### config.mk
export PLATFORM = sky130hd
export DESIGN_NAME = adc_acq_seq
export DESIGN_NICKNAME = d
export VERILOG_FILES = /design/src/rtl/adc_acq_seq.sv
export SDC_FILE = /design/constraint.sdc
export NUM_CORES = 1
export LEC_CHECK = 0
export ABC_AREA = 1
export BUFFER_PORTS_ARGS = -buffer_cell sky130_fd_sc_hd__buf_2
export CAP_MARGIN = 0
export CORE_ASPECT_RATIO = 0.8
export CORE_UTILIZATION = 46
export CTS_CLUSTER_SIZE = 12
export DETAILED_ROUTE_END_ITERATION = 8
export GPL_ROUTABILITY_DRIVEN = 0
export MAX_ROUTING_LAYER = met4
export PLACE_DENSITY_LB_ADDON = 0.15
export SLEW_MARGIN = 10
export SYNTH_ARGS = -nofsm -noshare
export SYNTH_HDL_FRONTEND = slang
export SYNTH_SLANG_ARGS = --single-unit
### constraint.sdc
create_clock -name clk -period 1.6 [get_ports clk]
set_input_delay 0.16 -clock clk [delete_from_list [all_inputs] [get_ports clk]]
set_output_delay 0.16 -clock clk [all_outputs]
set_load 0.01 [all_outputs]
### src/rtl/adc_acq_seq.sv
module adc_acq_seq #(
  parameter int LEN_W = 8,
  parameter int NCH   = 8
) (
  input  logic             clk,
  input  logic             rst_n,
  input  logic             wr_en,
  input  logic [3:0]       wr_be,
  input  logic [31:0]      wr_data,
  input  logic             samp_tick,
  output logic             conv_en,
  output logic             busy,
  output logic [NCH-1:0]   chan_en,
  output logic [3:0]       led,
  output logic [7:0]       div_sel
);
  localparam int CNT_W = LEN_W + 1;

  logic [3:0]       led_q, div_lo, div_hi;
  logic [NCH-1:0]   chan_q;
  logic             run_q, mode_q;
  logic [LEN_W-1:0] len_q;
  logic [CNT_W-1:0] cnt_q;

  logic             run_nx, mode_nx, trig;
  logic [LEN_W-1:0] len_nx;
  logic             unused_ok;

  assign unused_ok = ^wr_data[23:22];

  always_ff @(posedge clk or negedge rst_n) begin
    if (!rst_n) begin
      led_q  <= '0;
      div_lo <= '0;
      div_hi <= '0;
      chan_q <= '1;
      run_q  <= 1'b0;
      mode_q <= 1'b0;
      len_q  <= '0;
    end else if (wr_en) begin
      if (wr_be[0]) begin
        led_q  <= wr_data[3:0];
        div_lo <= wr_data[7:4];
      end
      if (wr_be[1]) chan_q <= wr_data[8 +: NCH];
      if (wr_be[2]) begin
        div_hi <= wr_data[19:16];
        run_q  <= wr_data[20];
        mode_q <= wr_data[21];
      end
      if (wr_be[3]) len_q <= wr_data[24 +: LEN_W];
    end
  end

  assign run_nx  = (wr_en && wr_be[2]) ? wr_data[20] : run_q;
  assign mode_nx = (wr_en && wr_be[2]) ? wr_data[21] : mode_q;
  assign len_nx  = (wr_en && wr_be[3]) ? wr_data[24 +: LEN_W] : len_q;
  assign trig    = !run_q && run_nx && !mode_nx && !busy;

  always_ff @(posedge clk or negedge rst_n) begin
    if (!rst_n)                cnt_q <= '0;
    else if (mode_nx)          cnt_q <= '0;
    else if (trig)             cnt_q <= {1'b0, len_nx} + CNT_W'(1);
    else if (busy && samp_tick) cnt_q <= cnt_q - CNT_W'(1);
  end

  assign busy    = |cnt_q;
  assign conv_en = samp_tick && (mode_q ? run_q : busy);
  assign chan_en = chan_q;
  assign led     = led_q;
  assign div_sel = {div_hi, div_lo};
endmodule


==> impl_results.md <==
* Die span in x at between 70 and 80 µm
* Max VDD drop at 0.000844 V
* Total Routed Length at 4560 µm
* GRT Total Usage at 0.211
* Hold crit path type: input port to flip-flop
* Min-delay src: wr_data[16]
* Worst-Skew Late Latency at 290 ps
* Die Span Y at 61.2 µm
* Synth warn at 0
* Critical path startpoint: cnt_q[6]
* Clk sink count at 39
* Yosys reg bits at 39
* Global route total overflow at 0
* First-pass GRT wire length at 7300 µm
* Yosys top cell by area: dfrtp_1
* Syn nets at 264
* Final Setup Violations at 6
* Critical Path AT at 1520 ps
* Buffers on Ports at 59
* Clock Path Buffers at 2
* Initial antenna violation count at 0
* ANT cells at 0
* Prevailing post-synth register cell: dfrtp_1
* Core footprint at 4180 µm²
* Crit-path cells: nor2_2, nand2_2, inv_1, nand3_2, o211ai_1, inv_1, buf_2
* Most common cell after layout, fill and taps aside: nand2_1
* Slew @ Worst Pin at 495 ps
* Fmax at 0.595 GHz
* Layout area overhead at 35.8%
* Ratio of cells with drive above 1 in the final layout at 0.497
* Outcome: complete, but fails checks
* Startpoint types: flip-flop
* Hpwl dp at between 3000 and 4000 µm
* Num CTS Buffers at 5
* Pwr/cell area at 1500 nW/µm²
* Syn Area/Cell at 9.06 µm²
* EDFF count, synth at 0
* Power, Total at 4.10 mW
* Yosys top cell area share at 0.386
* WHS at 61.2 ps
* DRC at 0
* Post-synth ARST share at 1.00
* Htree depth at 2
* CP dominant cell by count: inv_1
* Failing checks: setup timing
* Die area at 4640 µm²
* Root Buffer: clkbuf_8
* Initial Utilization at 0.482
* R2r startpoint: cnt_q[0]
* Hold depth at 3
* First-pass DRT Iterations at 4
* Clock slew at reported path FFs at approximately 80 ps
* Crit-path max cell delay at 410 ps
* Via count at 1,767
* Hold Fails Final Rpt at 0
* Drt wl/cell at between 10 and 15 µm
* Cell area after synthesis at roughly 2000 µm²
* Finished Core Util at 0.654
* Final critical-path required period at 1680 ps
* Largest net degree at the start of global routing at 40
* Routed vias/inst at 4.81
* Final worst-path cycle share at 1.05
* Max_cap viols at 0
* CP max FO at 3
* IO Count at 62
* Ranking of synthesized cells by area: dfrtp_1 39%, nand2_1 13%, dfstp_2 10%
* Max-slew violations at 0
* Yosys cell types at 30
* R2R cell count at 11
* CP max stage cell: dfrtp_1
* Skew final at 2.56 ps
* RSZ-0062 raised after global routing: true
* Leakage at ~1.4 nW
* CP endpoint kind: primary output
* CTS tree: done
* Syn Inst Count at 222
* Relative slew margins at 0.670
* Final WS setup at -80.2 ps
* # rows at 21
* Routed Antenna Nets at 0
* Layout net count at 351
* Sequential share of the synthesized area at 0.490
* Crit Path Category: flip-flop to primary output
* Filler Cell Count at ~350
* Drt first-iter violations at 79
* Worst EP required at between 1000 and 1500 ps
* Most frequent cells in the layout: 64 x nand2_1, 59 x buf_2, 31 x dfrtp_1, 20 x nand3_1, 19 x buf_4
* Vias in the first global route at 1,652
## final cells by class
| class | count | area, µm² | area share |
|---|---|---|---|
| multi-input cells | 158 | 1010 | 0.368 |
| flip-flops and latches | 39 | 986 | 0.361 |
| repair buffers | 82 | 482 | 0.176 |
| inverters | 23 | 93.8 | 0.0344 |
| well taps | 57 | 71.3 | 0.0261 |
| clock buffers | 5 | 68.8 | 0.0252 |
| clock inverters | 3 | 23.8 | 0.00870 |
## logic make-up (layout without fill, tap and decap cells)
family	count (synthesis)	count (layout)	share of synthesized area
buffers and inverters	25	113	0.0516
XOR/XNOR	5	5	0.0218
AND/OR/NAND/NOR	119	119	0.285
flip-flops	39	39	0.490
AO/OA/AOI/OAI	16	16	0.0497
multiplexers	16	16	0.0896
adder cells (fa/ha/maj)	2	2	0.0124
## cell usage after synthesis (2+ instances only)
cell type  count
o21ai_0        9
o22ai_1        2
nor2_2         2
xor2_1         3
inv_2          2
nand3_4        3
dfstp_2        8
nand2_1       67
nor2_1        11
ha_1           2
nor2_4         2
dfrtp_1       31
xnor2_1        2
mux2_2        16
nand2_2        7
nand3_1       22
inv_1         20
## per-layer routing
layer | track usage | share of wire
met2 | 0.361 | 0.50
met4 | 0.0659 | 0.010
met3 | 0.0415 | 0.036
met1 | 0.260 | 0.46
met5 | - | 0
## timing repair
item                       CTS  global route
hold buffers                 1             0
hold endpoints to repair    31             0
pin swaps                    6             9
cloned                       0             0
setup buffers                4             7
setup endpoints to repair    8            11
gates resized for setup      8            27
## final timing paths
check / to / slack [ps]
setup / recovery: conv_en / -80
hold / removal: div_hi[0] / 60
setup reg to reg: cnt_q[7] / -50
hold reg to reg: div_hi[0] / 480
max in group asynchronous: chan_en[1] / 800
min in group asynchronous: len_q[5] / 440
## worst max-delay path: cells and delay by family, from the launching register on
kind                   cells  cell delay, ps
flip-flops                 1             410
AND/OR/NAND/NOR            3             370
buffers and inverters      3             280
AO/OA/AOI/OAI              1             170
## power by group
group | internal (mW) | leakage, nW | switching, mW
Combinational | 0.977 | 0.872 | 1.12
Clock | 0.311 | 0.0408 | 0.367
Sequential | 1.21 | 0.470 | 0.115
## through the flow
step / cells / setup slack [ps] / setup TNS (ps) / area, µm²
floorplan: 222 / 20.3 / 0 / 2010
global placement: 347 / 15.7 / 0 / 2440
detailed placement: 347 / -14.9 / -45.2 / 2440
CTS: 360 / -101 / -106 / 2610
global route: 367 / -171 / -1030 / 2730
finish: 367 / -80.2 / -195 / 2730
## registers in the layout (all words and copies together) (netlist names)
signal and cells:
div_hi 4, cnt_q 9, led 4, len_q 8, div_lo 4, chan_en 8, run_q 1, mode_q 1
(Power assumes the default switching activity.)
